==> config.mk <==
export PLATFORM = sky130hd
export DESIGN_NAME = risc_lite_core
export DESIGN_NICKNAME = d
export VERILOG_FILES = /design/src/rtl/risc_lite_pkg.sv /design/src/rtl/risc_lite_decode.sv /design/src/rtl/risc_lite_regfile.sv /design/src/rtl/risc_lite_alu.sv /design/src/rtl/risc_lite_core.sv
export SDC_FILE = /design/constraint.sdc
export NUM_CORES = 2
export LEC_CHECK = 0
export ABC_AREA = 1
export BUFFER_PORTS_ARGS = -buffer_cell sky130_fd_sc_hd__buf_4
export CAP_MARGIN = 20
export CORE_MARGIN = 5
export CORE_UTILIZATION = 40
export DETAILED_ROUTE_END_ITERATION = 7
export SLEW_MARGIN = 20
export SYNTH_ARGS = -nofsm -noshare
export SYNTH_HDL_FRONTEND = slang
export SYNTH_SLANG_ARGS = --single-unit
==> constraint.sdc <==
create_clock -name clk -period 6.29 [get_ports clk]
set_input_delay 0.9435 -clock clk [delete_from_list [all_inputs] [get_ports clk]]
set_output_delay 0.9435 -clock clk [all_outputs]
set_load 0.02 [all_outputs]
==> src/rtl/risc_lite_pkg.sv <==
// Package risc_lite_pkg
// Shared widths, fixed instruction encodings and decoded-control types
// for the single-cycle core. Assumes the 32-bit three-format layout.
package risc_lite_pkg;

    localparam int XLEN   = 32;
    localparam int NREGS  = 32;
    localparam int RIDX_W = $clog2(NREGS);
    localparam int OPC_W  = 6;
    localparam int FN_W   = 6;
    localparam int IMM_W  = 16;

    localparam logic [OPC_W-1:0] OPC_REG   = 6'd0;
    localparam logic [OPC_W-1:0] OPC_ADDS  = 6'd8;
    localparam logic [OPC_W-1:0] OPC_ADDZ  = 6'd9;
    localparam logic [OPC_W-1:0] OPC_ORZ   = 6'd13;
    localparam logic [OPC_W-1:0] OPC_UPPER = 6'd15;
    localparam logic [OPC_W-1:0] OPC_LOAD  = 6'd35;
    localparam logic [OPC_W-1:0] OPC_STORE = 6'd43;
    localparam logic [FN_W-1:0]  FN_SUB    = 6'd34;

    typedef enum logic [1:0] {
        ALU_ADD = 2'd0,
        ALU_SUB = 2'd1,
        ALU_OR  = 2'd2,
        ALU_HI  = 2'd3
    } alu_op_e;

    typedef enum logic {
        EXT_SIGN = 1'b0,
        EXT_ZERO = 1'b1
    } ext_mode_e;

    typedef struct packed {
        logic      known;
        logic      reg_we;
        logic      dst_rd;
        logic      use_imm;
        ext_mode_e ext;
        alu_op_e   op;
        logic      ld;
        logic      st;
    } ctrl_t;

endpackage

==> src/rtl/risc_lite_decode.sv <==
// Module risc_lite_decode
// Splits an instruction word into fields and produces the control bundle.
// Purely combinational. Assumes fixed field positions: opcode at the top,
// source registers next, destination/shift/function below them.
module risc_lite_decode
    import risc_lite_pkg::*;
(
    input  logic [XLEN-1:0]   instr,
    output logic [RIDX_W-1:0] rs_idx,
    output logic [RIDX_W-1:0] rt_idx,
    output logic [RIDX_W-1:0] rd_idx,
    output logic [IMM_W-1:0]  imm,
    output ctrl_t             ctrl
);
    localparam int OPC_LSB = XLEN - OPC_W;
    localparam int RS_LSB  = OPC_LSB - RIDX_W;
    localparam int RT_LSB  = RS_LSB - RIDX_W;
    localparam int RD_LSB  = RT_LSB - RIDX_W;

    logic [OPC_W-1:0] opc;
    logic [FN_W-1:0]  fn;

    // Field extraction at fixed positions.
    always_comb begin
        opc    = instr[XLEN-1:OPC_LSB];
        rs_idx = instr[OPC_LSB-1:RS_LSB];
        rt_idx = instr[RS_LSB-1:RT_LSB];
        rd_idx = instr[RT_LSB-1:RD_LSB];
        imm    = instr[IMM_W-1:0];
        fn     = instr[FN_W-1:0];
    end

    // Opcode / function table to control bundle; unlisted codes stay quiet.
    always_comb begin
        ctrl         = '0;
        ctrl.ext     = EXT_SIGN;
        ctrl.op      = ALU_ADD;
        unique case (opc)
            OPC_REG: begin
                if (fn == FN_SUB) begin
                    ctrl.known  = 1'b1;
                    ctrl.reg_we = 1'b1;
                    ctrl.dst_rd = 1'b1;
                    ctrl.op     = ALU_SUB;
                end
            end
            OPC_ADDS: begin
                ctrl.known   = 1'b1;
                ctrl.reg_we  = 1'b1;
                ctrl.use_imm = 1'b1;
            end
            OPC_ADDZ: begin
                ctrl.known   = 1'b1;
                ctrl.reg_we  = 1'b1;
                ctrl.use_imm = 1'b1;
                ctrl.ext     = EXT_ZERO;
            end
            OPC_ORZ: begin
                ctrl.known   = 1'b1;
                ctrl.reg_we  = 1'b1;
                ctrl.use_imm = 1'b1;
                ctrl.ext     = EXT_ZERO;
                ctrl.op      = ALU_OR;
            end
            OPC_UPPER: begin
                ctrl.known   = 1'b1;
                ctrl.reg_we  = 1'b1;
                ctrl.use_imm = 1'b1;
                ctrl.op      = ALU_HI;
            end
            OPC_LOAD: begin
                ctrl.known   = 1'b1;
                ctrl.reg_we  = 1'b1;
                ctrl.use_imm = 1'b1;
                ctrl.ld      = 1'b1;
            end
            OPC_STORE: begin
                ctrl.known   = 1'b1;
                ctrl.use_imm = 1'b1;
                ctrl.st      = 1'b1;
            end
            default: ;
        endcase
    end
endmodule

==> src/rtl/risc_lite_regfile.sv <==
// Module risc_lite_regfile
// Two combinational read ports, one write port taken at the clock edge.
// Assumes entry 0 is hard zero; synchronous active-low reset clears all.
module risc_lite_regfile
    import risc_lite_pkg::*;
#(
    parameter int W = XLEN,
    parameter int N = NREGS
) (
    input  logic                 clk,
    input  logic                 rst_n,
    input  logic [$clog2(N)-1:0] raddr_a,
    input  logic [$clog2(N)-1:0] raddr_b,
    output logic [W-1:0]         rdata_a,
    output logic [W-1:0]         rdata_b,
    input  logic                 we,
    input  logic [$clog2(N)-1:0] waddr,
    input  logic [W-1:0]         wdata
);
    localparam int AW = $clog2(N);

    logic [W-1:0] regs [N];

    // Write port: reset clears, slot 0 never takes a write.
    always_ff @(posedge clk) begin
        if (!rst_n) begin
            for (int i = 0; i < N; i++) regs[i] <= '0;
        end else if (we && (waddr != AW'(0))) begin
            regs[waddr] <= wdata;
        end
    end

    // Read ports: slot 0 forced to zero.
    always_comb begin
        rdata_a = (raddr_a == AW'(0)) ? '0 : regs[raddr_a];
        rdata_b = (raddr_b == AW'(0)) ? '0 : regs[raddr_b];
    end

    // a write to a nonzero slot is readable on the next cycle.
    a_r11_write_lands: assert property (@(posedge clk) disable iff (!rst_n)
        (we && waddr != AW'(0)) |=> regs[$past(waddr)] == $past(wdata));

    // a write aimed at slot 0 leaves the slot-0 read at zero.
    a_r9_zero_discard: assert property (@(posedge clk) disable iff (!rst_n)
        (we && waddr == AW'(0) && raddr_a == AW'(0)) |=> (raddr_a != AW'(0) || rdata_a == '0));
endmodule

==> src/rtl/risc_lite_alu.sv <==
// Module risc_lite_alu
// Result datapath: add, subtract, OR and upper-half placement.
// Combinational; assumes the B operand is already selected and extended.
module risc_lite_alu
    import risc_lite_pkg::*;
#(
    parameter int W  = XLEN,
    parameter int IW = IMM_W
) (
    input  alu_op_e        op,
    input  logic [W-1:0]   a,
    input  logic [W-1:0]   b,
    input  logic [IW-1:0]  imm,
    output logic [W-1:0]   y
);
    localparam int LOW_W = W - IW;

    // Operation select.
    always_comb begin
        unique case (op)
            ALU_ADD: y = a + b;
            ALU_SUB: y = a - b;
            ALU_OR:  y = a | b;
            ALU_HI:  y = {imm, {LOW_W{1'b0}}};
            default: y = '0;
        endcase
    end
endmodule

==> src/rtl/risc_lite_core.sv <==
// Module risc_lite_core
// Single-cycle core: fetch at pc, decode, read, execute, access memory and
// write back, all between two clock edges. Assumes both memories answer a
// read combinationally and the data memory writes at the clock edge.
module risc_lite_core
    import risc_lite_pkg::*;
(
    input  logic            clk,
    input  logic            rst_n,
    output logic [31:0]     imem_addr,
    input  logic [31:0]     imem_rdata,
    output logic [31:0]     dmem_addr,
    output logic [31:0]     dmem_wdata,
    output logic            dmem_we,
    input  logic [31:0]     dmem_rdata
);
    localparam int          EXT_W = XLEN - IMM_W;
    localparam logic [XLEN-1:0] PC_STEP = XLEN'(XLEN / 8);

    logic [XLEN-1:0]   pc;
    logic [RIDX_W-1:0] rs_idx, rt_idx, rd_idx, wb_idx;
    logic [IMM_W-1:0]  imm;
    ctrl_t             ctrl;
    logic [XLEN-1:0]   rs_val, rt_val, imm_ext, op_b, alu_y, wb_val;

    // Program counter: clear on reset, then fixed step.
    always_ff @(posedge clk) begin
        if (!rst_n) pc <= '0;
        else        pc <= pc + PC_STEP;
    end

    assign imem_addr = pc;

    risc_lite_decode u_dec (
        .instr  (imem_rdata),
        .rs_idx (rs_idx),
        .rt_idx (rt_idx),
        .rd_idx (rd_idx),
        .imm    (imm),
        .ctrl   (ctrl)
    );

    // Destination pick and write-back source.
    always_comb begin
        wb_idx = ctrl.dst_rd ? rd_idx : rt_idx;
        wb_val = ctrl.ld ? dmem_rdata : alu_y;
    end

    risc_lite_regfile #(.W(XLEN), .N(NREGS)) u_rf (
        .clk     (clk),
        .rst_n   (rst_n),
        .raddr_a (rs_idx),
        .raddr_b (rt_idx),
        .rdata_a (rs_val),
        .rdata_b (rt_val),
        .we      (ctrl.reg_we),
        .waddr   (wb_idx),
        .wdata   (wb_val)
    );

    // Immediate extension and B operand select.
    always_comb begin
        if (ctrl.ext == EXT_ZERO) imm_ext = {{EXT_W{1'b0}}, imm};
        else                      imm_ext = {{EXT_W{imm[IMM_W-1]}}, imm};
        op_b = ctrl.use_imm ? imm_ext : rt_val;
    end

    risc_lite_alu #(.W(XLEN), .IW(IMM_W)) u_alu (
        .op  (ctrl.op),
        .a   (rs_val),
        .b   (op_b),
        .imm (imm),
        .y   (alu_y)
    );

    // Data port drive; strobe held low during reset.
    always_comb begin
        dmem_addr  = alu_y;
        dmem_wdata = rt_val;
        dmem_we    = ctrl.st & rst_n;
    end

    // fixed step after each edge out of reset.
    a_r1_pc_step: assert property (@(posedge clk) disable iff (!rst_n)
        rst_n |=> imem_addr == $past(imem_addr) + PC_STEP);

    // a store never writes back.
    a_r8_store_no_wb: assert property (@(posedge clk) disable iff (!rst_n)
        dmem_we |-> !ctrl.reg_we);

    // load and store are exclusive.
    a_r7_access_excl: assert property (@(posedge clk) disable iff (!rst_n)
        $onehot0({ctrl.ld, ctrl.st}));

    // undefined encodings touch nothing.
    a_r10_unknown_quiet: assert property (@(posedge clk) disable iff (!rst_n)
        !ctrl.known |-> (!ctrl.reg_we && !dmem_we && !ctrl.ld));

    // upper-half load leaves the low half clear.
    a_r6_low_clear: assert property (@(posedge clk) disable iff (!rst_n)
        (ctrl.op == ALU_HI) |-> alu_y[EXT_W-1:0] == '0);

    // source index 0 always yields zero.
    a_r9_zero_src: assert property (@(posedge clk) disable iff (!rst_n)
        (rs_idx == '0) |-> rs_val == '0);
endmodule

Yosys cells after proc, flatten, opt, wreduce, memory -nomap -nowiden
Memory sizes are Yosys's and may differ from the RTL's.
Index checks and enable logic that the tools add are counted.
W data, S select, Z words.
{ "totals": {"ff_bits": 32, "ram_bits": 1024, "in_bits": 66, "output_inout_bits": 97, "memories": 1} }
{ "classes": {"n_addsub": 3, "n_eq_ne": 10, "muxes": 23, "n_bitwise": 2, "n_reduce_logical": 10} }
{ "memory_table": {"columns": ["name", "words", "width", "read_ports", "rd_ports_with_merged_regs", "write_ports", "line", "text"], "rows": [
  ["u_rf.regs", 32, 32, 2, 0, 32, "risc_lite_regfile.sv:22", "logic [W-1:0] regs [N];"]
]} }
{ "ops": {"columns": ["op", "count"], "rows": [
  ["$mux W32", 6],
  ["$pmux W32 S4", 1],
  ["$add A32 B3 Y32 const B", 1],
  ["$add A32 B32 Y32", 1],
  ["$or A32 B32 Y32", 1],
  ["$reduce_or A32 Y1", 1],
  ["$sub A32 B32 Y32", 1],
  ["$eq A6 B4 Y1 const B", 4],
  ["$eq A6 B6 Y1 const B", 3],
  ["$mux W1", 11],
  ["$logic_not A5 Y1", 2],
  ["$mux W5", 2],
  ["$logic_not A6 Y1", 1],
  ["$pmux W2 S3", 1],
  ["$reduce_or A6 Y1", 1],
  ["$reduce_bool A5 Y1", 1],
  ["$reduce_or A5 Y1", 1],
  ["$eq A2 B2 Y1 const B", 2],
  ["$eq A2 B1 Y1 const B", 1],
  ["$logic_not A2 Y1", 1],
  ["$mux W2", 1],
  ["$pmux W1 S2", 1],
  ["$reduce_or A2 Y1", 1],
  ["$and A1 B1 Y1", 1],
  ["$logic_and A1 B1 Y1", 1]
]} }

Logic depth before layout (Yosys ltp)
{ "depth": {"ltp_word": 11, "ltp_mapped": 42, "ltp_nobuf": 39} }

Hierarchy
From an unflattened synthesis, not the netlist that was laid out.
{ "hier_totals": {"hier_cells": 8477, "hier_area_um2": 63349.5} }
{ "modules_own_cells": {"columns": ["module", "n_inst", "cells_each", "area_per_inst_um2", "seq_area_each_um2"], "rows": [
  ["risc_lite_regfile", 1, 7255, 56653.1, 30749.5],
  ["risc_lite_alu", 1, 805, 3877.5, 0.0],
  ["risc_lite_core", 1, 332, 2352.3, 600.6],
  ["risc_lite_decode", 1, 85, 466.7, 0.0]
]} }

Worst setup path after synthesis
Ideal clock, no wire load.
{ "synth_path": {"path_type": "input -> output", "startpoint": "input imem_rdata[18]", "endpoint": "output dmem_addr[30]", "arrival_time_ns": 4.789, "required_ns": 5.346, "path_slack_ns": 0.558, "stages": 34, "n_path_buf": 3, "cell_sequence": "buf_2 > inv_2 > buf_2 > buf_2 > o211ai_1 > nand2_1 > nand3_1 > nand4_1 > nand2_1 > inv_1 > ha_1 > inv_1 > nor2_1 > nand2_1 > nor2_1 > nand3_1 > nor2_1 > inv_1 > nor2_2 > nand2_1 > nand3_1 > nand2_1 > ha_1 > nand2_1 > nor4_1 > nand3_1 > nand3_1 > nand3_1 > nand2_1 > nand2_1 > nand2_1 > a21oi_1 > o21ai_0 > o211ai_1"} }
{ "synth_via": {"elab_chain_len": 5} }
{ "synth_rtl": {"columns": ["item", "line", "text"], "rows": [
  ["start: declaration", "risc_lite_core.sv:11", "input logic [31:0] imem_rdata,"],
  ["$mem_v2 Z32 W32 or $logic_not A5 Y1 (tied branches)", null, null],
  ["$mux W32 *", "risc_lite_regfile.sv:36", "rdata_b = (raddr_b == AW'(0)) ? '0 : regs[raddr_b];"],
  ["$mux W32 *", "risc_lite_core.sv:65", "op_b = ctrl.use_imm ? imm_ext : rt_val;"],
  ["$sub A32 B32 Y32, or another cell as far along", "risc_lite_alu.sv:22", "ALU_SUB: y = a - b;"],
  ["$pmux W32 S4 *", "risc_lite_alu.sv:20", "unique case (op)"],
  ["end: declaration", "risc_lite_core.sv:12", "output logic [31:0] dmem_addr,"]
]} }
Mark *: on every way between the ends. The rest lies on a longest branch, timed or not.

Worst setup path after layout
{ "layout_path": {"startpoint": "input imem_rdata[16]", "endpoint": "output dmem_addr[29]"} }
Same word-level chain as after synthesis.

==> impl_metrics.ini <==
[finish]
n_antenna_cell = 0
layout.nets = 7767
syn_to_final_growth_pct = 21.3
drive_gt1_share_pct = 16.4
final_cell_area_um2 = 73000

[worst_setup_path]
worst-r2r-setup-slack_ps = 1040
cp_common_cell = nand2_1
critical_path_arrival_ps = 5310
r2r_start = u_rf.regs[29][0]
slowest_delay_ps = 370
critical_path_required_ps = 5350
critPathMaxFanout = 10
setup.worst_path.class = input port to output port
crit_slowest_cell = ha_1
rr_worst_depth = 38
critPathCaptureType = output port
worstReg2RegEnd = u_rf.regs[24][29]
setup.worst_path.start_class = input port

[synthesis]
avgSynthCellArea_um2 = 8.16
synth-edff-count = 1024
ys_warn_count = 0
synth-seq-cells = 1054
synthFlopType = edfxtp_1
synthArstFlopShare_pct = 0
syn_area_um2 = 60200
seq_area_frac_synth_pct = 52.0
syn_inst = 7385
synth.distinct_cells = 51

[power]
power_leakage_nw = 28.8
vdd_ir_drop_max_v = 0.000224
power_density_nw_per_um2 = 289

[cts]
hold_buffers = 0
clk_pin_slew_ps = 50
htreeDepth = 3
cts_sinks = 1054
tritoncts = yes
clk_latency_ps = 790
clockRootBuffer = clkbuf_16
numCtsBuffers = 113
cts_buffer_depth = 3

[floorplanning]
die_x_um = 398
initial_core_util_pct = 40.2
dieArea_um2 = 158000
io_pins = 163
core-area_um2 = 150000
die_h_um = 398
rows = 142

[grt]
grt-ovfl-total = 0
grt_pass1_vias = 56798
grt_usage_pct = 31.0
grt_max_degree = 151
grt_pass1_wl_um = 370000
antenna_found_initial = 2

[status]
status = completed

[place]
routabilityCongestion = 0.962
place.port_buffers = 160
dp_hpwl_um = 159000
dpl_cell_area_um2 = 66900

[drt]
avgViaCountPerCell = 6.16
drtIter0Drc = 9007
drt-wirelength-per-cell_um = 26.4
drc = 0
wirelength_um = 259000
drt_pass1_iterations = 8
routed-via-count = 60261
ant_nets = 0

[flow_run]
cap_violations = 0

[hold_path]
min_from = imem_addr[28]
worstHoldPathCells = 2
min_to = imem_addr[28]
hp-class = flop to flop

[sta]
setup_viol = 0
skew_ps = 58.5
final_hold_viol_count = 0
fin_crit_sh_pct = 99.4
min_period_ps = 6250
fmax_ghz = 0.160
setup_tns_ps = 0
slew_headroom_pct = 17.8
tightest_slew_ps = 1230
rsz0062_at_grt = yes
maxSlewViolCount = 0
-- registers in the layout, indices dropped and copies added, names as in the netlist --
| signal | cells |
|---|---|
| u_rf.regs | 1024 |
| imem_addr | 30 |
-- worst max path at each step --
stage,from,cells past startpoint,endpoint
after floorplan,imem_rdata[18],34,dmem_addr[30]
after global placement,imem_rdata[17],28,dmem_addr[30]
after detailed placement,imem_rdata[16],33,dmem_addr[30]
after CTS,imem_rdata[16],35,dmem_addr[27]
after global routing,imem_rdata[16],32,dmem_addr[22]
final,imem_rdata[16],36,dmem_addr[29]
-- routing by layer --
metal,track usage (%),share of wire (%)
met5,0,0.0031
met3,6.42,12
met2,46.6,44
met4,18.2,6.6
met1,41.5,37
-- cells by family (layout without fill, tap and decap cells) --
kind of cell               Yosys count  in the layout  share of synthesized area [%]
xor gates and xnor gates            35             35                          0.509
other                                1             34                        0.00623
and+or+nand+nor                   4308           4308                           29.3
buffers and inverters              817           1163                           6.09
adders and majority gates           35             35                          0.739
AOI/OAI and AO/OA                 1118           1118                           11.0
muxes                               17             17                          0.282
DFF                               1054           1054                           52.0
-- report_power, final --
group          internal [W]  leakage (nW)  total (W)  switching (W)
combinational       0.00198          16.1    0.00594        0.00396
sequential          0.00793          10.8    0.00807       0.000136
clock               0.00411          1.91    0.00713        0.00302
total                0.0140          28.8     0.0211        0.00711
-- critical path: cells and delay by family --
family                   cells  cell delay, ps
AND/OR/NAND/NOR             23            2250
adder cells (fa/ha/maj)      1             370
AO/OA/AOI/OAI                3             620
XOR/XNOR                     1              70
buffers and inverters        8            1030
-- cell usage in the layout (no fill, tap or decap), types with 46 or more instances in the layout --
cell type,count
o221ai_1,199
clkbuf_16,134
nand2_1,1512
nand3_2,46
buf_12,85
nor2_1,1602
o22ai_1,59
o21ai_0,606
edfxtp_1,1024
buf_4,637
nand3_1,914
inv_1,134
a21oi_1,78
nand2_2,92
-- Yosys cell counts, types with 15 or more instances --
master    count  area (um2)
nor2_1     1625        6100
nand2_1    1607        6030
edfxtp_1   1024       30700
nand3_1     971        4860
o21ai_0     634        3170
clkbuf_1    293        1100
buf_2       281        1410
o221ai_1    200        1750
inv_1       148         556
a21oi_1      99         495
o22ai_1      59         369
a31oi_1      40         250
o211ai_1     36         270
buf_1        34         128
ha_1         34         425
buf_4        33         248
dfxtp_1      30         601
nand4_1      26         163
o21ai_1      26         130
xor2_1       26         228
nor3_1       21         105
mux2i_1      17         170
buf_6        16         180
and3_1       15        93.8
nor2_2       15        93.8
-- stage by stage --
step | setup WS [ps] | hold slack, ps | total power, W | std cells | utilization, %
2_1_floorplan | 558 | 519 | 0.0110 | 7418 | -
3_3_place_gp | -518 | 449 | 0.0137 | 9510 | 44.7
3_5_place_dp | -489 | 459 | 0.0137 | 9510 | 44.7
4_1_cts | -2.05 | 465 | 0.0208 | 9731 | 47.7
5_1_grt | -175 | 500 | 0.0218 | 9780 | 48.8
6_report | 36.9 | 462 | 0.0211 | 9780 | 48.8
-- final cells by class --
class                           count  area (um2)
Tap cell                         2016        2520
Fill cell                       14040       76700
Sequential cell                  1054       31400
Clock buffer                      134        2960
Timing Repair inverter              1        11.3
Inverter                          159         668
Multi-Input combinational cell   5547       26700
Timing Repair Buffer              790        7880
Clock inverter                     79         966
-- repair_timing --
action	4_1_cts	5_1_grt
gates cloned	5	21
setup endpoints to repair	16	22
pin swaps	18	63
setup buffers	3	29
resized for setup	98	229
No activity file was read; power rests on OpenSTA's default activity.
